File: config.mk
export PLATFORM = sky130hd
export DESIGN_NAME = dbr_nextpc
export DESIGN_NICKNAME = d
export VERILOG_FILES = /design/src/rtl/dbr_pkg.sv /design/src/rtl/dbr_field_split.sv /design/src/rtl/dbr_target_add.sv /design/src/rtl/dbr_zero_test.sv /design/src/rtl/dbr_nextpc.sv
export SDC_FILE = /design/constraint.sdc
export NUM_CORES = 1
export LEC_CHECK = 0
export BUFFER_PORTS_ARGS = -buffer_cell sky130_fd_sc_hd__buf_2
export CAP_MARGIN = 20
export CORE_ASPECT_RATIO = 0.9
export CORE_MARGIN = 3
export CORE_UTILIZATION = 30
export DETAILED_ROUTE_END_ITERATION = 16
export PLACE_DENSITY_LB_ADDON = 0.05
export SYNTH_ARGS = -nofsm -noshare
export SYNTH_HDL_FRONTEND = slang
export SYNTH_SLANG_ARGS = --single-unit
File: constraint.sdc
create_clock -name clk -period 3.7 [get_ports clk]
set_input_delay 0.555 -clock clk [delete_from_list [all_inputs] [get_ports clk]]
set_output_delay 0.555 -clock clk [all_outputs]
set_load 0.02 [all_outputs]
File: src/rtl/dbr_pkg.sv
package dbr_pkg;

    localparam int INSN_W = 32;
    localparam int OPC_W  = 6;
    localparam int RIDX_W = 5;
    localparam int IMM_W  = 16;

    // big-endian field starts (bit 0 = MSB)
    localparam int OPC_BE_LO  = 0;
    localparam int RS_BE_LO   = 6;
    localparam int RT_BE_LO   = 11;
    localparam int IMM_BE_LO  = 16;

    localparam logic [OPC_W-1:0] OPC_BRZ  = 6'h04;
    localparam logic [OPC_W-1:0] OPC_BRNZ = 6'h05;

    localparam logic [INSN_W-1:0] SQUASH_WORD = '0;

    typedef enum logic [1:0] {
        BK_NONE = 2'd0,
        BK_EQZ  = 2'd1,
        BK_NEZ  = 2'd2
    } br_kind_e;

    typedef struct packed {
        logic [OPC_W-1:0]  opc;
        logic [RIDX_W-1:0] rs;
        logic [RIDX_W-1:0] rt;
        logic [IMM_W-1:0]  imm;
    } insn_fields_t;

    // little-endian index of the LSB of a big-endian field
    function automatic int le_lsb(input int be_lo, input int width);
        return INSN_W - be_lo - width;
    endfunction

    function automatic br_kind_e classify(input logic [OPC_W-1:0] opc);
        br_kind_e k;
        case (opc)
            OPC_BRZ:  k = BK_EQZ;
            OPC_BRNZ: k = BK_NEZ;
            default:  k = BK_NONE;
        endcase
        return k;
    endfunction

endpackage

File: src/rtl/dbr_field_split.sv
module dbr_field_split
    import dbr_pkg::*;
(
    input  logic [INSN_W-1:0] ir,
    output insn_fields_t      fields,
    output br_kind_e          kind
);
    localparam int OPC_LSB = le_lsb(OPC_BE_LO, OPC_W);
    localparam int RS_LSB  = le_lsb(RS_BE_LO, RIDX_W);
    localparam int RT_LSB  = le_lsb(RT_BE_LO, RIDX_W);
    localparam int IMM_LSB = le_lsb(IMM_BE_LO, IMM_W);

    always_comb begin
        fields.opc = ir[OPC_LSB +: OPC_W];
        fields.rs  = ir[RS_LSB  +: RIDX_W];
        fields.rt  = ir[RT_LSB  +: RIDX_W];
        fields.imm = ir[IMM_LSB +: IMM_W];
        kind       = classify(fields.opc);
    end
endmodule

File: src/rtl/dbr_target_add.sv
module dbr_target_add
    import dbr_pkg::*;
#(
    parameter int XLEN = 32
) (
    input  logic [XLEN-1:0]  base,
    input  logic [IMM_W-1:0] offset,
    output logic [XLEN-1:0]  target
);
    localparam int EXT_W = XLEN - IMM_W;

    logic [XLEN-1:0] offset_ext;

    generate
        if (EXT_W > 0) begin : g_ext
            assign offset_ext = {{EXT_W{offset[IMM_W-1]}}, offset};
        end else begin : g_trunc
            assign offset_ext = offset[XLEN-1:0];
        end
    endgenerate

    assign target = base + offset_ext;
endmodule

File: src/rtl/dbr_zero_test.sv
module dbr_zero_test
    import dbr_pkg::*;
#(
    parameter int XLEN = 32
) (
    input  br_kind_e        kind,
    input  logic [XLEN-1:0] value,
    output logic            take
);
    logic is_zero;

    assign is_zero = (value == '0);

    always_comb begin
        unique case (kind)
            BK_EQZ:  take = is_zero;
            BK_NEZ:  take = !is_zero;
            default: take = 1'b0;
        endcase
    end
endmodule

File: src/rtl/dbr_nextpc.sv
module dbr_nextpc
    import dbr_pkg::*;
#(
    parameter int              XLEN     = 32,
    parameter logic [XLEN-1:0] RESET_PC = '0
) (
    input  logic                 clk,
    input  logic                 rst,
    input  logic [INSN_W-1:0]    imem_rdata,
    input  logic [XLEN-1:0]      rs_value,
    output logic [XLEN-1:0]      fetch_pc,
    output logic [XLEN-1:0]      next_pc,
    output logic [INSN_W-1:0]    ifid_ir,
    output logic [XLEN-1:0]      ifid_npc,
    output logic [RIDX_W-1:0]    rs_index,
    output logic [RIDX_W-1:0]    rt_index,
    output logic [XLEN-1:0]      id_target,
    output logic                 flush_fetch
);
    localparam logic [XLEN-1:0] STEP = XLEN'(4);

    typedef struct packed {
        logic [INSN_W-1:0] ir;
        logic [XLEN-1:0]   npc;
    } ifid_t;

    logic [XLEN-1:0] pc_q;
    ifid_t           ifid_q, ifid_d;
    logic [XLEN-1:0] seq_pc;
    insn_fields_t    fld;
    br_kind_e        kind;
    logic            take;

    // decode side
    dbr_field_split u_split (
        .ir     (ifid_q.ir),
        .fields (fld),
        .kind   (kind)
    );

    dbr_target_add #(.XLEN(XLEN)) u_tadd (
        .base   (ifid_q.npc),
        .offset (fld.imm),
        .target (id_target)
    );

    dbr_zero_test #(.XLEN(XLEN)) u_ztest (
        .kind  (kind),
        .value (rs_value),
        .take  (take)
    );

    // fetch side select
    assign seq_pc  = pc_q + STEP;
    assign next_pc = take ? id_target : seq_pc;

    always_comb begin
        if (take) begin
            ifid_d.ir  = SQUASH_WORD;
            ifid_d.npc = seq_pc;
        end else begin
            ifid_d.ir  = imem_rdata;
            ifid_d.npc = seq_pc;
        end
    end

    always_ff @(posedge clk) begin
        if (rst) begin
            pc_q       <= RESET_PC;
            ifid_q.ir  <= SQUASH_WORD;
            ifid_q.npc <= RESET_PC;
        end else begin
            pc_q   <= next_pc;
            ifid_q <= ifid_d;
        end
    end

    assign fetch_pc    = pc_q;
    assign ifid_ir     = ifid_q.ir;
    assign ifid_npc    = ifid_q.npc;
    assign rs_index    = fld.rs;
    assign rt_index    = fld.rt;
    assign flush_fetch = take;
endmodule

### Yosys cells after proc, flatten, opt, wreduce, memory -nomap -nowiden

Index checks and enable logic that the tools add are counted.

* register bits: 96
* word-level logic and storage cells: 15
* output and inout bits: 171

* add/subtract/negate cells: 2
* multiplexer cells: 3
* reduce and logical (&&, ||, !) cells: 3
* eq/ne operators: 4

Operators by type and width (number)
* $add A32 B3 Y32 const B: 1
* $add A32 B32 Y32: 1
* $logic_not A32 Y1: 1
* $mux W32: 1
* $eq A6 B3 Y1 const B: 2
* $pmux W2 S2: 1
* $eq A2 B1 Y1 const B: 1
* $eq A2 B2 Y1 const B: 1
* $pmux W1 S2: 1
* $reduce_or A2 Y1: 1
* $logic_not A1 Y1: 1

### Logic depth before layout (Yosys ltp)

Gate-level depths: netlist of the first run.

* depth in word-level cells: 5
* gate-level depth with buffers: 9
* depth with buffers taken out: 9

### Modules after synthesis

A second synthesis of the first run with hierarchy kept.

* cell total of the unflattened synthesis: 663
* area total of the unflattened synthesis: 5642.9 um^2

Modules (own cells, without submodules)
* dbr_nextpc: cells an instance 393, area an instance 3661.0 um^2, instances 1
* dbr_target_add: cells an instance 221, area an instance 1601.5 um^2, instances 1
* dbr_field_split: cells an instance 35, area an instance 267.8 um^2, instances 1
* dbr_zero_test: cells an instance 14, area an instance 112.6 um^2, instances 1

### Least setup slack after synthesis of the first run

OpenSTA, ideal clock, no wires.

* path kind: reg2out
* start: register, netlist name ifid_ir[15]
* end: output next_pc[29]
* stages on the path, launching flop included: 10
* buffers on the path: 1
* required time: 3.145 ns
* arrival: 2.806 ns
* path slack: 0.339 ns
* path through: dfxtp_1 -> ha_1 -> clkbuf_1 -> nand2_1 -> nor2_1 -> nand3_1 -> a211o_1 -> a21oi_2 -> xor2_1 -> o21a_1

* word-level cells in the longest chain between the ends: 2

Ends and longest elaborated chain
* $add A32 B32 Y32: RTL line dbr_target_add.sv:22 `assign target = base + offset_ext;`
* named net id_target[29]: RTL line dbr_nextpc.sv:17 `output logic [XLEN-1:0] id_target,`
* $mux W32: RTL line dbr_nextpc.sv:55 `assign next_pc = take ? id_target : seq_pc;`
* end, declared: RTL line dbr_nextpc.sv:12 `output logic [XLEN-1:0] next_pc,`

The timed path passes the listed nets, and every way through them passes these cells.

### Worst setup path after layout of the first run

* start: register, netlist name ifid_ir[0]
* end: output next_pc[28]

* word-level cells in the longest chain between the ends: 2

Ends and longest elaborated chain (RTL line)
* $add A32 B32 Y32: dbr_target_add.sv:22
* $mux W32: dbr_nextpc.sv:55

Every way passes these cells.

==> results of run 1 <==
-- registers in the layout (all words and copies together), names as in the netlist --
| signal | flops |
|---|---|
| ifid_ir | 32 |
| fetch_pc | 32 |
| ifid_npc | 32 |
-- stage by stage --
stage / setup slack [ns] / utilization [%] / instances / instance area (um2) / hold WS, ns
floorplan: 0.339 / - / 670 / 5540 / 0.461
global placement: 0.343 / 38.5 / 1108 / 6860 / 0.473
detailed placement: 0.278 / 38.5 / 1108 / 6860 / 0.474
CTS: 0.0148 / 40.3 / 1124 / 7190 / 0.414
global route: -0.0387 / 40.8 / 1124 / 7270 / 0.413
finish: 0.0950 / 40.8 / 1124 / 7270 / 0.425
-- layer usage --
layer / part of all wire, % / vias to the layer above
met5: 0 / -
met4: 2.0 / 0
met3: 7.4 / 24
met2: 44 / 205
met1: 46 / 2667
li1: - / 2803
-- power breakdown --
group          total [mW]  internal, mW  leakage (nW)  switching, mW
sequential           1.10          1.07         0.785         0.0289
combinational       0.442         0.157          2.84          0.285
clock               0.989         0.537         0.150          0.452
total                2.53          1.76          3.77          0.765
-- final cells by class --
type | count | area [um2]
fill | 1860 | 10600
multi-input combinational | 514 | 3430
sequential | 96 | 1930
timing repair buffer | 245 | 1260
tap | 240 | 300
clock buffer | 10 | 229
clock inverter | 6 | 76.3
inverter | 13 | 48.8
-- logic make-up (layout without fill, tap and decap cells) --
family	count (synthesis)	count (layout)	share of synthesized area [%]
AND/OR/NAND/NOR	265	265	24.3
AO/OA/AOI/OAI	156	156	18.5
flip-flops	96	96	34.7
buffers and inverters	60	274	5.29
XOR/XNOR	57	57	9.01
adder cells (fa/ha/maj)	33	33	7.59
multiplexers	3	3	0.542
-- path summary, 6_finish.rpt --
| kind | startpoint | to | slack, ns | cells past startpoint |
|---|---|---|---|---|
| worst max-delay path | ifid_ir[0] | next_pc[28] | 0.1 | 10 |
| worst min-delay path | imem_rdata[27] | ifid_ir[27] | 0.42 | 2 |
| worst max register to register | ifid_ir[0] | fetch_pc[28] | 1.03 | 9 |
| worst min register to register | fetch_pc[1] | ifid_npc[1] | 0.49 | 1 |
-- repair_timing --
| item | in CTS | in global routing |
|---|---|---|
| pin swaps | 1 | 2 |
| endpoints found under the setup margin | 12 | 17 |
| resized for setup | 4 | 17 |
-- placed cells by master, fill, tap and decap left out, types with 16 or more instances in the layout --
master	synthesis	routed
and2_1	17	17
o21ai_0	21	20
nand4_1	16	16
a21oi_1	57	54
buf_2	11	236
nor2_1	69	68
dfxtp_1	96	95
xnor2_1	32	29
ha_1	32	31
a211oi_1	18	17
xor2_1	25	23
nand2_1	62	62
and3_1	42	42
==> impl_metrics.csv, run 1 <==
group,metric,value,unit
drt,initialDrtViolationCount,350,
die,ioPinCount,237,
yosys,synth.area.top_cells,"dfxtp_1, ha_1, a21oi_1",
yosys,syn_avg_cell_area,8.27,um2
cts,htree_levels,3,
pwr,power_leakage,3.77,nW
place,place_hpwl,16.3,mm
yosys,synth_top_flop_cell,"dfxtp_1",
timing,clock_skew,0.00670,ns
drt,wl_per_cell,17.9,um
cts,path_clk_slew,0.07,ns
yosys,synth_area_leader_cell,"dfxtp_1",
yosys,yosysTopAreaCellShare,34.7,%
global_routing,grtUsageMet3,5.54,%
global_routing,gr-usage-met2,29.8,%
layout,layout-drive-gt1-share,33.3,%
cts,clockBufferDepth,2,
global_routing,met1_usage,26.7,%
pwr,peakVddDrop,0.000197,V
timing,tightest_slew,0.675,ns
layout,area_growth,31.3,%
yosys,synth_common_cells,"dfxtp_1, nor2_1, nand2_1",
layout,num-nets-final,978,
cts,cts_setup_buffers,0,
flow_run,cap_violations,0,
drt,wl,20.1,mm
timing,finalMaxSlewViolations,0,
timing,grt_setup_unrepaired,"yes",
timing,fin_crit_sh,97.4,%
die,placementRows,46,
yosys,synth_seq_cells,96,
drt,routed_via_density,5.07,
cts,cts_sinks,96,
global_routing,antenna_found_initial,0,
yosys,syn-num-nets,769,
yosys,seq_area_frac_synth,34.7,%
setup_path,cpPeakStageDelay,0.50,ns
layout,n_antenna_cell,0,
setup_path,crit_arrival,3.05,ns
die,die_area,20100,um2
timing,final-setup-viol-count,0,
yosys,synth_cells,670,
setup_path,cp.required,3.14,ns
cts,clk_latency,0.36,ns
global_routing,grt_max_degree,51,
global_routing,overflow,0,
die,die_y,135,um
yosys,yosysUniqueCellTypes,58,
global_routing,grt_usage,19.4,%
pwr,p_per_area,347,nW/um2
worst_hold_path,hp-class,"in -> reg",
setup_path,crit_chain,"ha_1 > fa_2 > a21o_1 > a31oi_4 > o21ai_2 > and4_4 > or4b_4 > a31oi_4 > a21oi_1 > buf_2",
timing,post-route-min-period,3.60,ns
setup_path,cp_slowest_cell,"or4b_4",
timing,tns,0,ns
status,run_status,"finished, final reports clean",
timing,relSlewSlack,54.7,%
setup_path,critPathCaptureType,"output port",
global_routing,grt_pass1_vias,5578,
drt,routed-via-count,5699,
cts,cts_tree,"done",
yosys,synth_edf_count,0,
setup_path,critPathTopFamily,"compound AO/OA/AOI/OAI gates",
yosys,syn_area,5540,um2
cts,cts_buffers,9,
cts,cts_root_buf,"clkbuf_16",
global_routing,top_usage_layer,"met2",
place,numPortBuffers,236,
yosys,async_flop_share,0,%
die,initial_utilization,31.0,%
yosys,synth_most_common_cell,"dfxtp_1",
drt,ant_nets,0,
cts,cts_hold_buf,0,
global_routing,grt_pass1_wl,30.7,mm
setup_path,crit_buf_inv,1,
setup_path,crit_type,"reg -> out",
die,die_w,149,um
timing,clock.fmax,277,MHz
die,core,17800,um2
pwr,power,2.53,mW
drt,drt_pass1_iterations,5,
timing,hold_viol,0,
drt,drc_errors,0,
setup_path,cp_max_fo,4,
yosys,yosys_warnings,0,
setup_path,crit_top_cell,"a31oi_4",
place,gp_congestion,0.906,
setup_path,startpoint_type,"register",
(Power assumes the default switching activity.)
==> inputs of run 2 (changes only) <==
==> constraint.sdc (replaced) <==
create_clock -name clk -period 3.7 [get_ports clk]
set_input_delay 0.555 -clock clk [delete_from_list [all_inputs] [get_ports clk]]
set_output_delay 0.555 -clock clk [all_outputs]
set_load 0.01 [all_outputs]
==> run 2 against run 1 <==
Hold slack gained 0.0036 ns. Register-to-register slack barely moved. Routed wire length fell by 0.99%. Fmax up 1.2%. Cell area down 0.41%. Global-route usage barely moved. Non-clock buffer count is 3 higher. Critical path depth stayed put. Sequential power hardly changed. Core utilization down 0.17 points.
==> impl_metrics.csv, run 2 (synthesis gave the netlist of run 1 again) <==
group,metric,value,unit
status,run_status,"finished, final reports clean",
place,gp_congestion,0.917,
pwr,p_per_area,336,nW/um2
layout,regArea,1920,um2
timing,relSlewSlack,50.2,%
pwr,power_leakage,3.75,nW
layout,area_growth,30.8,%
setup_path,r2r-end,"fetch_pc[18]",
cts,path_clk_slew,0.07,ns
drt,drt_pass1_iterations,5,
drt,wl_met3,1.61,mm
global_routing,overflow,0,
drt,ant_nets,0,
drt,wl,19.9,mm
global_routing,grt_pass1_vias,5671,
setup_path,cp_max_fo,13,
timing,clock.fmax,281,MHz
die,die_w,149,um
setup_path,r2r_start,"ifid_ir[11]",
timing,final-setup-viol-count,0,
global_routing,grt_pass1_wl,30.9,mm
timing,clock_skew,0.00704,ns
cts,cts_tree,"done",
cts,htree_levels,3,
global_routing,antenna_found_initial,0,
drt,initialDrtViolationCount,363,
drt,dr_wl_met2,8.79,mm
layout,multiInputGateArea,3390,um2
layout,n_antenna_cell,0,
layout,mostFrequentLayoutCells,"buf_2, dfxtp_1, nor2_1",
place,numPortBuffers,236,
layout,instances_no_fill,1127,
die,ioPinCount,237,
drt,drc_errors,0,
drt,wl_met1,9.19,mm
flow_run,cap_violations,0,
cts,cts_sinks,96,
die,die_y,135,um
cts,cts_root_buf,"clkbuf_16",
drt,routed-via-count,5671,
timing,fin_crit_sh,96.3,%
setup_path,crit_path_end,"next_pc[31]",
setup_path,critPathCaptureType,"output port",
layout,num-nets-final,981,
global_routing,grt_max_degree,51,
cts,clockBufferDepth,2,
setup_path,cp.required,3.14,ns
setup_path,critPathLaunch,"ifid_ir[15]",
die,placementRows,46,
place,place_hpwl,16.1,mm
timing,hold_viol,0,
setup_path,r2r_slack,1.04,ns
pwr,peakVddDrop,0.000213,V
drt,wl_per_cell,17.7,um
layout,fillCellCount,1880,
cts,clk_latency,0.35,ns
die,die_area,20100,um2
setup_path,startpoint_type,"register",
drt,highest_layer,"met4",
timing,finalMaxSlewViolations,0,
timing,tightest_slew,0.742,ns
layout,layout_commonest_cell,"buf_2",
timing,grt_setup_unrepaired,"yes",
global_routing,grt_usage,19.5,%
die,core,17800,um2
timing,post-route-min-period,3.56,ns
worst_hold_path,hp-class,"in -> reg",
drt,routed_via_density,5.03,
setup_path,rr_worst_depth,9,
setup_path,crit_arrival,3.01,ns
worst_hold_path,hold_start,"imem_rdata[29]",
cts,cts_buffers,9,
place,postPlaceCellArea,6870,um2
place,place_inst,1109,
layout,fin_area,7240,um2
layout,layout-drive-gt1-share,32.6,%
setup_path,crit_type,"reg -> out",
die,initial_utilization,31.0,%
==> run 2: worst min-delay path by stage <==
stage	slack [ns]	end	cells past startpoint
6_report	0.43	ifid_ir[29]	2
5_1_grt	0.42	ifid_ir[28]	2
4_1_cts	0.41	ifid_ir[3]	2
3_5_place_dp	0.48	ifid_npc[1]	1
3_3_place_gp	0.47	ifid_npc[0]	1
2_1_floorplan	0.46	ifid_npc[0]	1
==> run 2: report_power, final <==
part,total (mW),leakage [nW],switching [mW],internal (mW)
combinational,0.377,2.83,0.220,0.157
clock,0.960,0.139,0.433,0.527
sequential,1.10,0.784,0.0289,1.07
total,2.43,3.75,0.682,1.75
==> run 2: worst max-delay path, stage by stage (launching register included) <==
cell,delay (ns)
dfxtp_2,0.41
buf_4,0.20
ha_1,0.39
nand2_1,0.14
nor2_1,0.24
nand4_1,0.11
nor3_1,0.24
a21oi_1,0.12
or4_1,0.50
and3_1,0.16
buf_2,0.14
==> run 2: what timing repair did <==
item / in CTS / in global routing
setup buffers: 1 / 1
gates resized for setup: 2 / 10
hold buffers: 0 / 0
hold endpoints to repair: 0 / 0
pin swaps: 1 / 1
endpoints found under the setup margin: 5 / 17
==> run 2: layout make-up <==
type                            instances  area share, %
Inverter                               13          0.674
Tap cell                              240           4.15
Clock buffer                           10           3.16
Sequential cell                        96           26.6
Timing Repair Buffer                  248           17.7
Clock inverter                          6          0.933
Multi-Input combinational cell        514           46.8
==> run 2: stage by stage <==
step | setup TNS (ns) | hold slack [ns] | setup WS [ns] | power (mW) | utilization (%)
3_5_place_dp | 0 | 0.483 | 0.328 | 1.49 | 38.5
2_1_floorplan | 0 | 0.461 | 0.636 | 1.33 | -
4_1_cts | 0 | 0.415 | 0.0136 | 2.47 | 40.3
3_3_place_gp | 0 | 0.473 | 0.356 | 1.49 | 38.5
6_report | 0 | 0.428 | 0.136 | 2.43 | 40.6
5_1_grt | -0.0147 | 0.420 | -0.0147 | 2.54 | 40.6
==> run 2: per-layer routing <==
layer / global-route usage [%] / up-vias
met5: 0 / -
met4: 4.93 / 0
met3: 5.74 / 23
met2: 30.1 / 202
met1: 26.8 / 2647
li1: - / 2799
